## src/rtl/eew_pkg.sv

```systemverilog
package eew_pkg;

  typedef enum logic [2:0] {
    ST_IDLE,
    ST_CTRL,
    ST_AHI,
    ST_ALO,
    ST_DATA,
    ST_SKIP
  } seq_st_t;

  // device code in the top nibble, chip select in the next three bits
  function automatic logic dev_select(input logic [7:0] b,
                                      input logic [2:0] cs,
                                      input logic [3:0] code);
    return (b[7:4] == code) && (b[3:1] == cs);
  endfunction

endpackage

```

## src/rtl/eew_ctrl_decode.sv

```systemverilog
module eew_ctrl_decode #(
  parameter logic [3:0] DEV_CODE = 4'b1010
) (
  input  logic [7:0] byte_i,
  input  logic [2:0] chip_sel_i,
  output logic       hit_wr_o,
  output logic       hit_rd_o
);
  import eew_pkg::*;

  logic sel;

  always_comb begin
    sel      = dev_select(byte_i, chip_sel_i, DEV_CODE);
    hit_wr_o = sel && !byte_i[0];
    hit_rd_o = sel &&  byte_i[0];
  end

endmodule

```

## src/rtl/eew_addr_ptr.sv

```systemverilog
module eew_addr_ptr #(
  parameter int ADDR_W = 15,
  parameter int PAGE_W = 6
) (
  input  logic              clk,
  input  logic              rst_n,
  input  logic              load_hi_i,
  input  logic              load_lo_i,
  input  logic              advance_i,
  input  logic [7:0]        byte_i,
  output logic [ADDR_W-1:0] ptr_o
);
  localparam int HI_W = ADDR_W - 8;

  logic [HI_W-1:0]   hi_q;
  logic [ADDR_W-1:0] ptr_q;

  // advance inside the page; upper bits stay put
  function automatic logic [ADDR_W-1:0] page_step(input logic [ADDR_W-1:0] p);
    logic [PAGE_W-1:0] off;
    off = p[PAGE_W-1:0] + {{(PAGE_W-1){1'b0}}, 1'b1};
    return {p[ADDR_W-1:PAGE_W], off};
  endfunction

  always_ff @(posedge clk or negedge rst_n) begin
    if (!rst_n) begin
      hi_q  <= '0;
      ptr_q <= '0;
    end else begin
      if (load_hi_i) hi_q <= byte_i[HI_W-1:0];
      if (load_lo_i)      ptr_q <= {hi_q, byte_i};
      else if (advance_i) ptr_q <= page_step(ptr_q);
    end
  end

  assign ptr_o = ptr_q;

  // a low-byte load places the received byte in the low bits of the pointer
  a_r3_low_load: assert property (@(posedge clk) disable iff (!rst_n)
    load_lo_i |=> ptr_o[7:0] == $past(byte_i));

  // advancing never disturbs the page number
  a_r4_page_kept: assert property (@(posedge clk) disable iff (!rst_n)
    advance_i && !load_lo_i |=> ptr_o[ADDR_W-1:PAGE_W] == $past(ptr_o[ADDR_W-1:PAGE_W]));

endmodule

```

## src/rtl/eew_seq.sv

```systemverilog
module eew_seq #(
  parameter int         ADDR_W   = 15,
  parameter int         PAGE_W   = 6,
  parameter logic [3:0] DEV_CODE = 4'b1010
) (
  input  logic              clk,
  input  logic              rst_n,
  input  logic              start_i,
  input  logic              stop_i,
  input  logic              byte_vld_i,
  input  logic [7:0]        byte_i,
  input  logic [2:0]        chip_sel_i,
  input  logic              wp_i,
  input  logic              busy_i,
  output logic              ack_o,
  output logic              wr_stb_o,
  output logic [ADDR_W-1:0] wr_addr_o,
  output logic [7:0]        wr_data_o,
  output logic [ADDR_W-1:0] addr_o,
  output logic              commit_o,
  output logic              rd_handoff_o
);
  import eew_pkg::*;

  seq_st_t           st_q;
  logic              seen_data_q;
  logic              ack_q, stb_q, commit_q, rd_q;
  logic [ADDR_W-1:0] waddr_q;
  logic [7:0]        wdata_q;

  // named internal events
  logic byte_ev, take_byte, hit_wr, hit_rd;
  logic load_hi, load_lo, advance;
  logic [ADDR_W-1:0] ptr;

  assign byte_ev   = byte_vld_i && !start_i && !stop_i;
  assign take_byte = byte_ev && !busy_i;
  assign load_hi   = take_byte && (st_q == ST_AHI);
  assign load_lo   = take_byte && (st_q == ST_ALO);
  assign advance   = take_byte && (st_q == ST_DATA);

  eew_ctrl_decode #(.DEV_CODE(DEV_CODE)) u_dec (
    .byte_i     (byte_i),
    .chip_sel_i (chip_sel_i),
    .hit_wr_o   (hit_wr),
    .hit_rd_o   (hit_rd)
  );

  eew_addr_ptr #(.ADDR_W(ADDR_W), .PAGE_W(PAGE_W)) u_ptr (
    .clk       (clk),
    .rst_n     (rst_n),
    .load_hi_i (load_hi),
    .load_lo_i (load_lo),
    .advance_i (advance),
    .byte_i    (byte_i),
    .ptr_o     (ptr)
  );

  always_ff @(posedge clk or negedge rst_n) begin
    if (!rst_n) begin
      st_q        <= ST_IDLE;
      seen_data_q <= 1'b0;
      ack_q       <= 1'b0;
      stb_q       <= 1'b0;
      commit_q    <= 1'b0;
      rd_q        <= 1'b0;
      waddr_q     <= '0;
      wdata_q     <= '0;
    end else begin
      ack_q    <= 1'b0;
      stb_q    <= 1'b0;
      commit_q <= 1'b0;
      rd_q     <= 1'b0;
      if (start_i) begin
        st_q        <= ST_CTRL;
        seen_data_q <= 1'b0;
      end else if (stop_i) begin
        commit_q    <= (st_q == ST_DATA) && seen_data_q && !wp_i;
        st_q        <= ST_IDLE;
        seen_data_q <= 1'b0;
      end else if (byte_ev) begin
        if (busy_i) begin
          if (st_q != ST_IDLE) st_q <= ST_SKIP;
        end else begin
          unique case (st_q)
            ST_CTRL: begin
              if (hit_wr) begin
                ack_q <= 1'b1;
                st_q  <= ST_AHI;
              end else begin
                rd_q <= hit_rd;
                st_q <= ST_SKIP;
              end
            end
            ST_AHI: begin
              ack_q <= 1'b1;
              st_q  <= ST_ALO;
            end
            ST_ALO: begin
              ack_q <= 1'b1;
              st_q  <= ST_DATA;
            end
            ST_DATA: begin
              ack_q       <= 1'b1;
              stb_q       <= 1'b1;
              waddr_q     <= ptr;
              wdata_q     <= byte_i;
              seen_data_q <= 1'b1;
            end
            default: st_q <= st_q;
          endcase
        end
      end
    end
  end

  assign ack_o        = ack_q;
  assign wr_stb_o     = stb_q;
  assign wr_addr_o    = waddr_q;
  assign wr_data_o    = wdata_q;
  assign addr_o       = ptr;
  assign commit_o     = commit_q;
  assign rd_handoff_o = rd_q;

  // a commit only ever follows a stop event
  a_r5_commit_after_stop: assert property (@(posedge clk) disable iff (!rst_n)
    commit_o |-> $past(stop_i));

  // protect high at the stop blocks the commit
  a_r6_wp_blocks: assert property (@(posedge clk) disable iff (!rst_n)
    commit_o |-> !$past(wp_i));

  // no acknowledge for a byte that arrived while busy
  a_r7_busy_silent: assert property (@(posedge clk) disable iff (!rst_n)
    $past(busy_i) && $past(byte_vld_i) |-> !ack_o && !wr_stb_o);

  // every strobed data byte is acknowledged, and its pointer lies in the current page
  a_r4_stb_acked: assert property (@(posedge clk) disable iff (!rst_n)
    wr_stb_o |-> ack_o && (wr_addr_o[ADDR_W-1:PAGE_W] == addr_o[ADDR_W-1:PAGE_W]));

  // a read handoff is never acknowledged here
  a_r2_rd_no_ack: assert property (@(posedge clk) disable iff (!rst_n)
    rd_handoff_o |-> !ack_o);

  // result pulses are mutually exclusive
  a_r9_pulses_excl: assert property (@(posedge clk) disable iff (!rst_n)
    $onehot0({commit_o, wr_stb_o, rd_handoff_o}));

endmodule

```

## config.mk

```make
export PLATFORM = sky130hd
export DESIGN_NAME = eew_seq
export DESIGN_NICKNAME = d
export VERILOG_FILES = /design/src/rtl/eew_pkg.sv /design/src/rtl/eew_ctrl_decode.sv /design/src/rtl/eew_addr_ptr.sv /design/src/rtl/eew_seq.sv
export SDC_FILE = /design/constraint.sdc
export NUM_CORES = 1
export LEC_CHECK = 0
export ABC_AREA = 1
export BUFFER_PORTS_ARGS = -buffer_cell sky130_fd_sc_hd__clkbuf_2
export CORE_MARGIN = 10
export CORE_UTILIZATION = 53
export DETAILED_ROUTE_END_ITERATION = 8
export GPL_TIMING_DRIVEN = 0
export PLACE_DENSITY = 0.89
export RECOVER_POWER = 50
export SETUP_SLACK_MARGIN = 0.15
export SYNTH_ARGS = -nofsm -noshare
export SYNTH_HDL_FRONTEND = slang
export SYNTH_SLANG_ARGS = --single-unit
```

## constraint.sdc

```tcl
create_clock -name clk -period 1.5 [get_ports clk]
set_input_delay 0.15 -clock clk [delete_from_list [all_inputs] [get_ports clk]]
set_output_delay 0.15 -clock clk [all_outputs]
set_load 0.02 [all_outputs]
```

==> metrics.txt <==
status=complete, no violations; die width=88.5 um; share of layout cells above drive strength 1=38.7%; Worst EP required=1.69 ns; Max Clock Freq=0.737 GHz; Via Count=2,025; crit-path max cell delay=0.38 ns; vias in the first global route=2,069; antenna diode count=0; Final Slew Violations=0; peak supply drop=0.631 mV; H-tree level count=2; worst skew pair latency=0.29 ns; worst path cell trace=buf_6, nor3_4, nand2_4, buf_12, nand2_2, o21ai_2; EDFF count, synth=0; CTS tree=done; die height=88.5 um; Startpoint Class=flip-flop; Crit. End Element=flip-flop; Cell Area, Placed=2850 um^2; gr usage total=15.7%; total power=2680 uW; max_cap viols=0; DRC violations left=0; Post-Synthesis Cells=259; largest net degree at the start of global routing=54; Slew HR=57.0%; dominant synthesized flop cell=dfrtp_1; Synth area leaders=dfrtp_1 53%, nand2_1 10%, o21ai_2 6.0%; minimum clock period=1.36 ns; Worst Path Arrival=1.54 ns; global route total overflow=0; final instance area=3090 um^2; hpwl dp=4.34 mm; initial antenna violation count=0; kind of critical path=flip-flop to flip-flop; Clock Tree Root=clkbuf_8; CTS Buf Count=5; part of the cycle the worst path needs=90.4%; drt pass-1 iters=4; Yosys reg bits=53; first-pass GRT wire length=9.67 mm; Max Buffers Root-to-Sink=2; Initial Util=56.0%; hold crit path type=input pin to flip-flop; post-place setup slack=0.0861 ns; # placed instances=370; Via density=5.22; # setup viols final=0; PortBufs=59; Syn Nets=278; ys async rst share=100%; setup TNS=0 ns; sequential share of the synthesized area=53.3%; measured slew at the worst slew-check pin=0.644 ns; Initial DRC Count=105; Routed WL=6.07 mm; final hold violations=0; I/O pin cnt=60; Cell variety after synth=29; Worst-path clk slew=0.09 ns; GP Congestion=0.881; HP Start=byte_i[0]; syn avg cell area=9.61 um^2; core area=4440 um^2; post-synthesis cell area=2490 um^2; Sink Count=53; die area=7840 um^2; Pwr Density=868 nW/um^2; YS warnings=0; top fanout value on the critical path=10; area grow syn2layout=24.2%; CP max stage cell=dfrtp_1; cell taking the most area after synthesis=dfrtp_1; Final ANT Viol Nets=0; Cell Count, Final, Fillers Out=388; nets@finish=355; Pleak=0.00162 uW; internal reg-to-reg setup slack=0.14 ns; Layout Skew=0.00611 ns; setup ws final=0.144 ns; Avg WL per Cell=15.6 um; RSZ-0062 raised after global routing=yes; Critical path origin=st_q[0]; Synth top area share=53.3%; FP Rows=24; FF-to-FF Start=st_q[0]
sequential cells by signal, indices dropped and copies added (netlist names):
| name | cells |
|---|---|
| wr_stb_o | 1 |
| u_ptr.hi_q | 7 |
| rd_handoff_o | 1 |
| seen_data_q | 1 |
| commit_o | 1 |
| wr_data_o | 8 |
| wr_addr_o | 15 |
| u_ptr.ptr_o | 15 |
| ack_o | 1 |
| st_q | 3 |
cell families (layout without fill, tap and decap cells):
logic type | count (synthesis) | after routing | share of synthesized area, %
buffers and inverters | 43 | 119 | 8.95
flip-flops | 53 | 53 | 53.3
adder cells (fa/ha/maj) | 1 | 1 | 0.503
AO/OA/AOI/OAI | 47 | 47 | 13.4
AND/OR/NAND/NOR | 112 | 113 | 22.8
XOR/XNOR | 3 | 3 | 1.06
metal layers:
layer  vias to the layer above  part of all wire (%)  track usage, %
met5                         -                     0               0
met4                         0                   2.5            6.90
met3                        12                   7.1            3.95
met2                        69                    51            27.0
met1                       971                    40            18.2
li1                        973                     -               -
layout make-up:
class                           count  area [um^2]
Sequential cell                    53         1330
Tap cell                           52         65.1
Multi-Input combinational cell    164          997
Clock buffer                        7         86.3
Buffer                              8          108
Fill cell                         333         1350
Timing Repair Buffer               69          368
Inverter                           35          139
stage by stage:
| step | hold WS (ns) | utilization (%) |
|---|---|---|
| 2_1_floorplan | -0.146 | - |
| 3_3_place_gp | 0.310 | 64.1 |
| 3_5_place_dp | 0.309 | 64.1 |
| 4_1_cts | 0.100 | 67.3 |
| 5_1_grt | 0.123 | 69.5 |
| 6_report | 0.106 | 69.5 |
worst paths after layout:
path	end	cells past startpoint
worst max-delay path	wr_data_o[1]	6
worst max register to register	wr_data_o[1]	6
max in group asynchronous	u_ptr.ptr_o[2]	3
min in group asynchronous	wr_addr_o[10]	2
worst min-delay path	rd_handoff_o	3
worst min register to register	wr_addr_o[0]	2
cell usage in the layout (no fill, tap or decap), types with 14 or more instances in the layout:
master	synthesis	routed
inv_1	29	29
o21ai_2	17	19
nand2_1	67	59
clkbuf_2	0	37
o21ai_1	16	14
nand2_2	19	28
clkbuf_1	0	23
dfrtp_1	53	52
synth_stat cells (2+ instances only):
cell type	number
inv_1	29
nand2_4	3
nor2_1	6
a21oi_1	4
o21ai_2	17
nand2_2	19
o221ai_2	3
nand2_1	67
nand3_1	7
buf_6	7
dfrtp_1	53
inv_2	5
xor2_1	2
o21ai_1	16
nor3_1	2
o21ai_0	6
power by group:
group / internal, uW / switching, uW
logic: 130 / 239
registers: 1480 / 40.0
clock network: 367 / 429
total: 1970 / 708
critical path, delay by kind of cell (launching register included):
kind | cells | cell delay, ns
AO/OA/AOI/OAI | 1 | 0.06
buffers and inverters | 2 | 0.31
flip-flops | 1 | 0.38
AND/OR/NAND/NOR | 3 | 0.49
repair_timing:
item	in CTS	in global routing
endpoints found under the setup margin	9	32
gates resized for setup	2	22
gates cloned	1	0
hold endpoints to repair	1	10
hold buffers	1	1
buffers inserted	4	3
pin swaps	3	6
Note: power is estimated with default switching activity, not from simulation.
